## src/rtl/pic_pkg.sv

```systemverilog
package pic_pkg;
    typedef enum logic [0:0] {
        ST_IDLE = 1'b0,
        ST_RESP = 1'b1
    } bus_state_e;

    localparam int CAUSE_OFS = 0;
    localparam int ENABLE_OFS = 4;
endpackage

```

## src/rtl/pic_bus_fsm.sv

```systemverilog
module pic_bus_fsm
    import pic_pkg::*;
#(
    parameter int ADDR_W  = 4,
    parameter int DATA_W  = 32,
    parameter int N_LINES = 32
) (
    input  logic               clk,
    input  logic               rst,
    input  logic               req_valid,
    input  logic               req_write,
    input  logic [ADDR_W-1:0]  req_addr,
    input  logic [DATA_W-1:0]  req_wdata,
    input  logic [N_LINES-1:0] cause_q,
    input  logic [N_LINES-1:0] enable_q,
    output logic               req_ready,
    output logic [N_LINES-1:0] cause_clr,
    output logic               enable_we,
    output logic [N_LINES-1:0] enable_wdata,
    output logic               rsp_valid,
    output logic [DATA_W-1:0]  rsp_rdata
);
    bus_state_e state_q, state_d;
    logic accept, hit_cause, hit_enable;
    logic [DATA_W-1:0] read_word;

    assign accept     = req_valid && (state_q == ST_IDLE);
    assign hit_cause  = (req_addr == ADDR_W'(CAUSE_OFS));
    assign hit_enable = (req_addr == ADDR_W'(ENABLE_OFS));

    // state register
    always_ff @(posedge clk) begin
        if (rst) state_q <= ST_IDLE;
        else     state_q <= state_d;
    end

    // transitions
    always_comb begin
        state_d = state_q;
        unique case (state_q)
            ST_IDLE: if (req_valid) state_d = ST_RESP;
            ST_RESP: state_d = ST_IDLE;
            default: state_d = ST_IDLE;
        endcase
    end

    // outputs
    always_comb begin
        req_ready    = (state_q == ST_IDLE);
        rsp_valid    = (state_q == ST_RESP);
        cause_clr    = (accept && req_write && hit_cause) ? req_wdata[N_LINES-1:0] : '0;
        enable_we    = accept && req_write && hit_enable;
        enable_wdata = req_wdata[N_LINES-1:0];
        if (hit_cause)       read_word = DATA_W'(cause_q);
        else if (hit_enable) read_word = DATA_W'(enable_q);
        else                 read_word = '0;
    end

    always_ff @(posedge clk) begin
        if (rst)         rsp_rdata <= '0;
        else if (accept) rsp_rdata <= req_write ? '0 : read_word;
    end

    assert_rsp_single_R8: assert property (@(posedge clk) disable iff (rst)
        rsp_valid |=> !rsp_valid);
    assert_ready_low_in_rsp_R8: assert property (@(posedge clk) disable iff (rst)
        rsp_valid |-> !req_ready);
    assert_accept_leads_rsp_R8: assert property (@(posedge clk) disable iff (rst)
        (req_valid && req_ready) |=> rsp_valid);
endmodule

```

## src/rtl/pic_regs.sv

```systemverilog
module pic_regs #(
    parameter int N_LINES = 32
) (
    input  logic               clk,
    input  logic               rst,
    input  logic [N_LINES-1:0] irq_src,
    input  logic [N_LINES-1:0] cause_clr,
    input  logic               enable_we,
    input  logic [N_LINES-1:0] enable_wdata,
    output logic [N_LINES-1:0] cause_q,
    output logic [N_LINES-1:0] enable_q
);
    // one flop per line; a live source overrides a clear in the same cycle
    for (genvar g = 0; g < N_LINES; g++) begin : g_cause
        always_ff @(posedge clk) begin
            if (rst)               cause_q[g] <= 1'b0;
            else if (irq_src[g])   cause_q[g] <= 1'b1;
            else if (cause_clr[g]) cause_q[g] <= 1'b0;
        end
    end

    always_ff @(posedge clk) begin
        if (rst)            enable_q <= '0;
        else if (enable_we) enable_q <= enable_wdata;
    end

    assert_source_sets_R4: assert property (@(posedge clk) disable iff (rst)
        1'b1 |=> ((cause_q & $past(irq_src)) == $past(irq_src)));
    assert_clear_quiet_R3: assert property (@(posedge clk) disable iff (rst)
        1'b1 |=> ((cause_q & $past(cause_clr & ~irq_src)) == '0));
    assert_cause_sticky_R2: assert property (@(posedge clk) disable iff (rst)
        1'b1 |=> ((($past(cause_q) & ~$past(cause_clr)) & ~cause_q) == '0));
    assert_enable_hold_R5: assert property (@(posedge clk) disable iff (rst)
        !enable_we |=> $stable(enable_q));
endmodule

```

## src/rtl/pic_lowest_first.sv

```systemverilog
module pic_lowest_first #(
    parameter int N_LINES = 32,
    localparam int IDX_W  = $clog2(N_LINES)
) (
    input  logic [N_LINES-1:0] vec,
    output logic               found,
    output logic [IDX_W-1:0]   idx
);
    always_comb begin
        found = |vec;
        idx   = '0;
        for (int i = N_LINES - 1; i >= 0; i--) begin
            if (vec[i]) idx = IDX_W'(i);
        end
    end
endmodule

```

## src/rtl/irq_mask_cause_ctrl.sv

```systemverilog
module irq_mask_cause_ctrl #(
    parameter int ADDR_W  = 4,
    parameter int DATA_W  = 32,
    parameter int N_LINES = 32,
    localparam int IDX_W  = $clog2(N_LINES)
) (
    input  logic               clk,
    input  logic               rst,
    input  logic [N_LINES-1:0] irq_src,
    input  logic               req_valid,
    output logic               req_ready,
    input  logic               req_write,
    input  logic [ADDR_W-1:0]  req_addr,
    input  logic [DATA_W-1:0]  req_wdata,
    output logic               rsp_valid,
    output logic [DATA_W-1:0]  rsp_rdata,
    output logic               irq_out,
    output logic               pend_valid,
    output logic [IDX_W-1:0]   pend_idx
);
    logic [N_LINES-1:0] cause_q, enable_q, cause_clr, enable_wdata, live;
    logic               enable_we, any_live;
    logic [IDX_W-1:0]   low_idx;

    pic_bus_fsm #(.ADDR_W(ADDR_W), .DATA_W(DATA_W), .N_LINES(N_LINES)) u_seq (
        .clk(clk), .rst(rst),
        .req_valid(req_valid), .req_write(req_write),
        .req_addr(req_addr), .req_wdata(req_wdata),
        .cause_q(cause_q), .enable_q(enable_q),
        .req_ready(req_ready), .cause_clr(cause_clr),
        .enable_we(enable_we), .enable_wdata(enable_wdata),
        .rsp_valid(rsp_valid), .rsp_rdata(rsp_rdata)
    );

    pic_regs #(.N_LINES(N_LINES)) u_regs (
        .clk(clk), .rst(rst), .irq_src(irq_src),
        .cause_clr(cause_clr), .enable_we(enable_we),
        .enable_wdata(enable_wdata),
        .cause_q(cause_q), .enable_q(enable_q)
    );

    assign live = cause_q & enable_q;

    pic_lowest_first #(.N_LINES(N_LINES)) u_pick (
        .vec(live), .found(any_live), .idx(low_idx)
    );

    always_ff @(posedge clk) begin
        if (rst) begin
            irq_out    <= 1'b0;
            pend_valid <= 1'b0;
            pend_idx   <= '0;
        end else begin
            irq_out    <= any_live;
            pend_valid <= any_live;
            pend_idx   <= low_idx;
        end
    end

    assert_out_follows_R6: assert property (@(posedge clk) disable iff (rst)
        1'b1 |=> (irq_out == ($past(cause_q & enable_q) != '0)));
    assert_idx_is_set_R7: assert property (@(posedge clk) disable iff (rst)
        (|live) |=> (pend_valid && $past(live[low_idx])));
    assert_idx_is_lowest_R7: assert property (@(posedge clk) disable iff (rst)
        (|live) |=> (($past(live) & ((N_LINES'(1) << pend_idx) - N_LINES'(1))) == '0));
endmodule

```

## config.mk

```make
export PLATFORM = sky130hd
export DESIGN_NAME = irq_mask_cause_ctrl
export DESIGN_NICKNAME = d
export VERILOG_FILES = /design/src/rtl/pic_pkg.sv /design/src/rtl/pic_bus_fsm.sv /design/src/rtl/pic_regs.sv /design/src/rtl/pic_lowest_first.sv /design/src/rtl/irq_mask_cause_ctrl.sv
export SDC_FILE = /design/constraint.sdc
export NUM_CORES = 1
export LEC_CHECK = 0
export BUFFER_PORTS_ARGS = -buffer_cell sky130_fd_sc_hd__buf_2
export CAP_MARGIN = 10
export CORE_MARGIN = 2
export CORE_UTILIZATION = 47
export DETAILED_ROUTE_END_ITERATION = 12
export PLACE_DENSITY = 0.85
export SYNTH_ARGS = -nofsm -noshare
export SYNTH_HDL_FRONTEND = slang
export SYNTH_SLANG_ARGS = --single-unit
```

## constraint.sdc

```tcl
create_clock -name clk -period 1.2 [get_ports clk]
set_input_delay 0.06 -clock clk [delete_from_list [all_inputs] [get_ports clk]]
set_output_delay 0.06 -clock clk [all_outputs]
set_load 0.005 [all_outputs]
```

==> results of run 1 <==
==> per-stage QoR <==
| step | worst slack [ns] | util [%] | area, µm² |
|---|---|---|---|
| after floorplan | -0.0589 | - | 4290 |
| after global placement | -0.202 | 62.5 | 5480 |
| after detailed placement | -0.192 | 62.5 | 5480 |
| after CTS | -0.113 | 75.3 | 6600 |
| after global routing | -0.491 | 85.9 | 7530 |
| final | -0.413 | 85.9 | 7530 |
==> sequential cells by signal, summed over array words and instances, names as in the netlist <==
register and cells:
u_regs.cause_q 32, u_regs.enable_q 32, u_seq.rsp_rdata 32, pend_idx 5, pend_valid 1, u_seq.rsp_valid 1
==> worst paths after layout <==
check | startpoint | end | slack [ns] | cells after the start
max | u_seq.rsp_valid | u_regs.enable_q[4] | -0.41 | 6
min | rst | pend_idx[4] | 0.09 | 4
max reg2reg | u_seq.rsp_valid | u_regs.enable_q[4] | -0.41 | 6
min reg2reg | u_regs.enable_q[6] | u_regs.enable_q[6] | 0.52 | 2
==> cell type report <==
type | instances | area, µm² | area share (%)
clock buffer | 11 | 141 | 1.88
clock inverter | 4 | 70.1 | 0.931
inverter | 2 | 10.0 | 0.133
multi-input combinational | 382 | 2960 | 39.3
sequential | 103 | 2080 | 27.6
tap | 108 | 135 | 1.79
timing repair buffer | 270 | 2130 | 28.3
==> power breakdown <==
group | switching, mW | leakage, nW | internal, mW
Sequential | 0.103 | 0.844 | 3.51
Combinational | 0.590 | 2.41 | 0.520
Clock | 1.24 | 0.109 | 1.22
==> repair_timing <==
item                                    4_1_cts  5_1_grt
resized for setup                            50      214
pin swaps                                    20      116
endpoints found under the hold margin        63        1
gates cloned                                  3        6
setup buffers                                 6        1
endpoints found under the setup margin       94      102
hold buffers                                 63        1
==> metal layers <==
layer	vias to the layer above	routed length, µm	track usage [%]
li1	2355	-	-
met1	2685	7340	36.2
met2	557	9730	55.2
met3	250	2780	4.64
met4	0	2150	18.8
met5	-	0	0
==> cells in the mapped netlist (all sizes together) <==
cell,number
o2111ai,1
and2,2
a311oi,1
a32o,4
a21oi,69
nor4,2
o211ai,1
nor2,70
a221oi,4
nor2b,2
nand3,10
nand2,115
o21ai,5
a222oi,1
and3,3
inv,2
nand2b,1
o31ai,1
dfxtp,103
a21boi,2
a22oi,43
buf,13
a21o,3
a32oi,2
nor3,1
clkbuf,22
a31oi,2
nor4b,1
a22o,36
==> critical path: stages (launching register included) <==
cell,delay [ns]
dfxtp_2,0.35
nor2b_2,0.15
buf_4,0.14
and3_4,0.29
buf_12,0.20
nand2_1,0.10
a21oi_1,0.27
==> cells by family after synthesis <==
group                  after synthesis  share of synthesized area (%)
AO/OA/AOI/OAI                      175                           27.9
buffers and inverters               37                           3.87
flip-flops                         103                           48.3
AND/OR/NAND/NOR                    207                           19.9
==> flow_summary.toml, run 1 <==
[logic_synthesis]
synth_fp_nets = 594
yosys.area.top_type = "dfxtp_1"
synth_top_area_share_pct = 48.3
yosys_warnings = 0
netlist_instances = 522
netlist_area_um2 = 4270
netlist-cell-type-count = 31
ys_seq_elements = 103
avgSynthCellArea_um2 = 8.18
synthTopCellsByArea = "dfxtp_1 (48%), nand2_1 (10%), a21oi_1 (8.1%)"
ys_seq_area_share_pct = 48.3

[power]
power_mw = 7.19
p_per_area_nw_per_um2 = 955
power_leakage_nw = 3.36
peakVddDrop_mv = 0.685

[grt]
grt_max_degree = 100
grt_pass1_wl_um = 24800
grt_usage_pct = 31.5
grt_pass1_vias = 5147
antenna_found_initial = 0
globalRoute.totalOverflow = 0

[routing]
drc_errors = 0
dr.first_iter.drc_count = 756
antenna_left = 0
vias_per_cell = 6.64
routed_wl_um = 22000
wl_per_cell_um = 25.0
vias = 5847
drt_first_pass_iters = 9

[timing]
finalHoldWorstSlack_ns = 0.0867
rsz0062_at_grt = "true"
timing.setup.tns_ns = -15.51
final-setup-viol-count = 102
period_minus_slack_ns = 1.61
finalClockSkew_ns = 0.0113
slew_headroom_pct = 62.8
worstMarginPinSlew_ns = 0.558
fmax_ghz = 0.620
final_hold_viol_count = 0
maxSlewViolCount = 0
fin_ws_ns = -0.413
fin_crit_sh_pct = 134

[worst_setup_path]
crit_fanout = 8
cp-end-kind = "flip-flop"
cp.arrival_ns = 1.88
worstPathRequired_ns = 1.47
cp-start-kind = "flip-flop"
timing.setup.critical_path_class = "reg2reg"

[floorplanning]
fp.dieArea_um2 = 9870
fp.dieW_um = 99.3
core-area_um2 = 8760
start_util_pct = 48.7
pin_count = 113
rows = 34
die_y_um = 99.3

[place]
dp_hpwl_um = 9080
io_buffers = 112
dp_cells = 787
gp_congestion = 0.852

[cells_and_area]
layout_commonest_cell = "buf_2"
nets = 840
fillers = 377
drive_gt1_share_pct = 53.4
layout_common_cells = "buf_2 (112), dfxtp_1 (92), buf_4 (77), nor2_1 (65), dlygate4sd3_1 (64)"
final_cell_count_no_fill = 880
syn_to_final_growth_pct = 76.3
diodes = 0

[flow_run]
cap_viol_max_count = 0

[run_status]
status = "finished, violations left"
violations = "setup timing"

[clock_tree]
clock-sinks = 103
clock_latency_ns = 0.39
clockRootBuffer = "clkbuf_8"
clkTransAtPathRegs_ns = 0.09
clockBufferDepth = 2
cts_max_level = 3
numCtsBuffers = 9
tritoncts = "yes"

[min_path]
holdCritPathClass = "in2reg"
Power figures use the tool's default switching activity.
==> run 2, diff against run 1 <==
==> constraint.sdc (replaced) <==
create_clock -name clk -period 1.2 [get_ports clk]
set_input_delay 0.24 -clock clk [delete_from_list [all_inputs] [get_ports clk]]
set_output_delay 0.24 -clock clk [all_outputs]
set_load 0.005 [all_outputs]
==> flow_summary.toml, run 2 (same netlist as run 1, synthesis figures left out) <==
[timing]
worstMarginPinSlew_ns = 0.640
fin_crit_sh_pct = 135
fin_ws_ns = -0.416
final-setup-viol-count = 104
slew_headroom_pct = 57.3
finalHoldWorstSlack_ns = 0.0569
finalClockSkew_ns = 0.0118
final_hold_viol_count = 0
fmax_ghz = 0.619
maxSlewViolCount = 0
rsz0062_at_grt = "true"
period_minus_slack_ns = 1.62

[clock_tree]
tritoncts = "yes"
numCtsBuffers = 9
clockBufferDepth = 2
clockRootBuffer = "clkbuf_8"
cts_max_level = 3
clkTransAtPathRegs_ns = 0.10
clock_latency_ns = 0.39
hold_buffers = 0
clock-sinks = 103

[worst_setup_path]
path_buf_inv = 1
cp_slowest_cell = "a221oi_1"
cp-start-kind = "flip-flop"
cp.arrival_ns = 1.86
cp-end-kind = "flip-flop"
worstPathRequired_ns = 1.44
crit_fanout = 3
cp_common_cell = "nand2_1"
timing.setup.critical_path_class = "reg2reg"
path_delay_family = "compound AO/OA/AOI/OAI gates"
slowest_delay_ns = 0.54
path_cells = "buf_4, nand2_1, nand2_1, a221oi_1, a31oi_1"

[routing]
wl_per_cell_um = 26.9
vias = 5832
drt_first_pass_iters = 7
antenna_left = 0
drc_errors = 0
vias_per_cell = 6.98
dr.first_iter.drc_count = 1032
routed_wl_um = 22500

[power]
power_leakage_nw = 3.05
peakVddDrop_mv = 0.683
p_per_area_nw_per_um2 = 994

[floorplanning]
fp.dieArea_um2 = 9870
start_util_pct = 48.7
core-area_um2 = 8760
rows = 34
fp.dieW_um = 99.3
die_y_um = 99.3
pin_count = 113

[grt]
grt_usage_pct = 33.7
grt_pass1_vias = 5114
globalRoute.totalOverflow = 0
grt_max_degree = 82
antenna_found_initial = 1
grt_pass1_wl_um = 26000

[cells_and_area]
drive_gt1_share_pct = 57.2
layout_commonest_cell = "buf_2"
fillers = 479
largestRegisters = "u_regs.cause_q (32), u_regs.enable_q (32), u_seq.rsp_rdata (32)"
layout_common_cells = "buf_2 (111), dfxtp_1 (87), buf_4 (84), nor2_1 (65), nand2_1 (58)"
nets = 794
syn_to_final_growth_pct = 63.8

[place]
pre_cts_ws_ns = -0.355
dp_hpwl_um = 9500
gp_congestion = 0.907
io_buffers = 112

[flow_run]
cap_viol_max_count = 0

[run_status]
status = "finished, violations left"
violations = "setup timing"

[min_path]
holdCritPathClass = "in2reg"
## run 2: area by class of cell
cell class / instances / area, µm² / area share, %
diodes: 2 / 5.00 / 0.0715
clock buffers: 12 / 155 / 2.22
clock inverters: 3 / 42.5 / 0.608
inverters: 2 / 10.0 / 0.143
multi-input cells: 382 / 2850 / 40.8
flip-flops and latches: 103 / 2090 / 29.8
well taps: 108 / 135 / 1.93
repair buffers: 224 / 1710 / 24.4
## run 2: report_power, final
part,internal (mW),switching (mW),total [mW]
clock network,1.07,1.30,2.37
logic,0.416,0.556,0.972
registers,3.51,0.100,3.61
total,5.00,1.96,6.96
## run 2: timing repair
action,4_1_cts,5_1_grt
cloned,6,7
pin swaps,22,59
setup buffers,11,5
gates resized for setup,96,160
setup endpoints to repair,103,94
## run 2: worst register-to-register path, stage by stage, from the launching register on
cell	delay, ns
dfxtp_1	0.33
buf_4	0.14
nand2_1	0.12
nand2_1	0.12
a221oi_1	0.54
a31oi_1	0.22
## run 2: path summary, 6_finish.rpt
check                                         from  slack (ns)                 end  cells after the start
worst min register to register  u_regs.enable_q[6]        0.50  u_regs.enable_q[6]                      2
worst max register to register  u_regs.enable_q[2]       -0.42          pend_valid                      5
worst min-delay path                   irq_src[19]        0.06  u_regs.cause_q[19]                      3
worst max-delay path            u_regs.enable_q[2]       -0.42          pend_valid                      5
## run 2: per-layer routing
layer | part of all wire, % | wire length (µm) | vias to the layer above | global-route usage, %
met5 | 0 | 0 | - | 0
met1 | 32 | 7190 | 2653 | 38.7
li1 | - | - | 2258 | -
met2 | 43 | 9680 | 677 | 56.3
met4 | 9.9 | 2230 | 0 | 20.9
met3 | 15 | 3360 | 244 | 8.15
## run 2: stage by stage
stage | setup TNS [ns] | cells | instance area, µm² | util [%] | total power [mW]
global placement | -22.60 | 796 | 5580 | 63.7 | 4.27
detailed placement | -27.51 | 796 | 5580 | 63.7 | 4.30
global route | -19.23 | 836 | 7000 | 79.8 | 7.07
floorplan | -5.87 | 522 | 4320 | - | 3.90
CTS | -3.17 | 828 | 6350 | 72.4 | 6.53
finish | -15.81 | 836 | 7000 | 79.8 | 6.96
==> run 3, diff against run 2 <==
--- a/config.mk
+++ b/config.mk
@@ -5,12 +5,14 @@
 export SDC_FILE = /design/constraint.sdc
 export NUM_CORES = 1
 export LEC_CHECK = 0
-export BUFFER_PORTS_ARGS = -buffer_cell sky130_fd_sc_hd__buf_2
 export CAP_MARGIN = 10
+export CORE_ASPECT_RATIO = 1.25
 export CORE_MARGIN = 2
-export CORE_UTILIZATION = 47
+export CORE_UTILIZATION = 55
 export DETAILED_ROUTE_END_ITERATION = 12
-export PLACE_DENSITY = 0.85
+export DONT_BUFFER_PORTS = 1
+export GPL_ROUTABILITY_DRIVEN = 0
+export PLACE_DENSITY = 0.83
 export SYNTH_ARGS = -nofsm -noshare
 export SYNTH_HDL_FRONTEND = slang
 export SYNTH_SLANG_ARGS = --single-unit
==> flow_summary.toml, run 3 (same netlist as run 1, synthesis figures left out) <==
[floorplanning]
fp.dieArea_um2 = 8490
pin_count = 113
start_util_pct = 57.4
rows = 35
core-area_um2 = 7440
die_y_um = 103
fp.dieW_um = 82.8

[grt]
antenna_found_initial = 0
grt_pass1_vias = 4515
grt_usage_pct = 35.0
grt_pass1_wl_um = 23000
grt_max_degree = 101
globalRoute.totalOverflow = 0

[timing]
period_minus_slack_ns = 1.50
finalClockSkew_ns = 0.00827
finalHoldWorstSlack_ns = -0.0871
worstMarginPinSlew_ns = 0.415
final_hold_viol_count = 97
fin_ws_ns = -0.299
fin_crit_sh_pct = 125
timing.setup.tns_ns = -8.13
final-setup-viol-count = 104
maxSlewViolCount = 0
rsz0062_at_grt = "true"
fmax_ghz = 0.667
slew_headroom_pct = 72.2

[worst_setup_path]
cp.arrival_ns = 1.79
cp-start-kind = "flip-flop"
slowest_delay_ns = 0.34
path_buf_inv = 1
rrSetupSlack_ns = -0.30
cp_common_cell = "a21oi_1"
worstPathRequired_ns = 1.49
cp_slowest_cell = "dfxtp_2"
crit_fanout = 2
path_delay_family = "compound AO/OA/AOI/OAI gates"
path_cells = "a22oi_2, buf_4, o211ai_1, a21oi_1, o21ai_1, a21oi_1"
cp-end-kind = "flip-flop"
timing.setup.critical_path_class = "reg2reg"

[routing]
wl_per_cell_um = 22.8
antenna_left = 0
dr.first_iter.drc_count = 414
routed_wl_um = 15900
drc_errors = 0
vias_per_cell = 6.57
vias = 4588
drt_first_pass_iters = 5

[run_status]
violations = "hold timing, setup timing"
status = "finished, violations left"

[clock_tree]
clock-sinks = 103
clockBufferDepth = 2
numCtsBuffers = 9
clkTransAtPathRegs_ns = 0.10
clockRootBuffer = "clkbuf_8"
tritoncts = "yes"
clock_latency_ns = 0.38
cts_max_level = 3

[cells_and_area]
fillers = 470
drive_gt1_share_pct = 35.6
fin_area_um2 = 5900
diodes = 0
layout_common_cells = "nand2_1 (106), dfxtp_1 (87), buf_4 (80), nor2_1 (68), a21oi_1 (46)"
nets = 673
syn_to_final_growth_pct = 38.2
largestRegisters = "u_regs.cause_q (32), u_regs.enable_q (32), u_seq.rsp_rdata (32)"
layout_commonest_cell = "nand2_1"

[power]
power_leakage_nw = 2.26
peakVddDrop_mv = 0.923
p_per_area_nw_per_um2 = 1070

[place]
postPlaceCellArea_um2 = 4920
dp_hpwl_um = 8410
io_buffers = 0

[flow_run]
cap_viol_max_count = 0

[min_path]
holdCritPathClass = "in2reg"
run 3: changes by cell type in the layout (fill, tap and decap cells not counted), sizes merged:
cell	previous run	this run
clkbuf	16	12
buf	220	101
bufbuf	0	1
diode	2	0
inv	2	4
clkinv	1	3
bufinv	1	0
clkinvlp	1	0
run 3: layer usage:
| layer | wire length, µm | global-route usage (%) |
|---|---|---|
| met1 | 5530 | 38.5 |
| met2 | 7780 | 60.7 |
| met3 | 1530 | 7.85 |
| met4 | 1070 | 24.7 |
| met5 | 0 | 0 |
run 3: final cells by class:
type,count,area [µm²],area share (%)
clock buffer,11,151,2.56
clock inverter,5,40.0,0.678
multi-input combinational,382,2430,41.2
sequential,103,2080,35.3
tap,92,115,1.95
inverter,2,10.0,0.170
timing repair buffer,103,1070,18.1
run 3: worst register-to-register path: stages (launching register included):
cell      delay (ns)
dfxtp_2         0.34
a22oi_2         0.24
buf_4           0.17
o211ai_1        0.10
a21oi_1         0.23
o21ai_1         0.10
a21oi_1         0.23
run 3: repair_timing:
item,4_1_cts,5_1_grt
endpoints found under the hold margin,98,98
setup endpoints to repair,88,104
resized for setup,98,30
pin swaps,33,15
buffers inserted,7,6
cloned,7,1
run 3: through the flow:
step / setup slack [ns] / total power, mW / utilization (%) / hold slack (ns) / std cells
after floorplan: -0.127 / 3.90 / - / 0.357 / 522
after global placement: -0.146 / 4.04 / 66.1 / 0.317 / 661
after detailed placement: -0.168 / 4.07 / 66.1 / 0.320 / 661
after CTS: -0.101 / 6.24 / 77.1 / -0.0855 / 691
after global routing: -0.284 / 6.49 / 79.3 / -0.0920 / 698
final: -0.299 / 6.34 / 79.3 / -0.0871 / 698
run 3: power by group:
part	switching, mW	total [mW]	internal (mW)
Combinational	0.288	0.595	0.307
Sequential	0.0915	3.61	3.52
Clock	1.25	2.14	0.888
run 3: worst paths after layout:
check | from | cells after the start | to
worst max register to register | u_regs.enable_q[26] | 6 | pend_idx[2]
worst min-delay path | rst | 1 | u_regs.cause_q[28]
worst max-delay path | u_regs.enable_q[26] | 6 | pend_idx[2]
worst min register to register | u_regs.enable_q[6] | 2 | u_regs.enable_q[6]
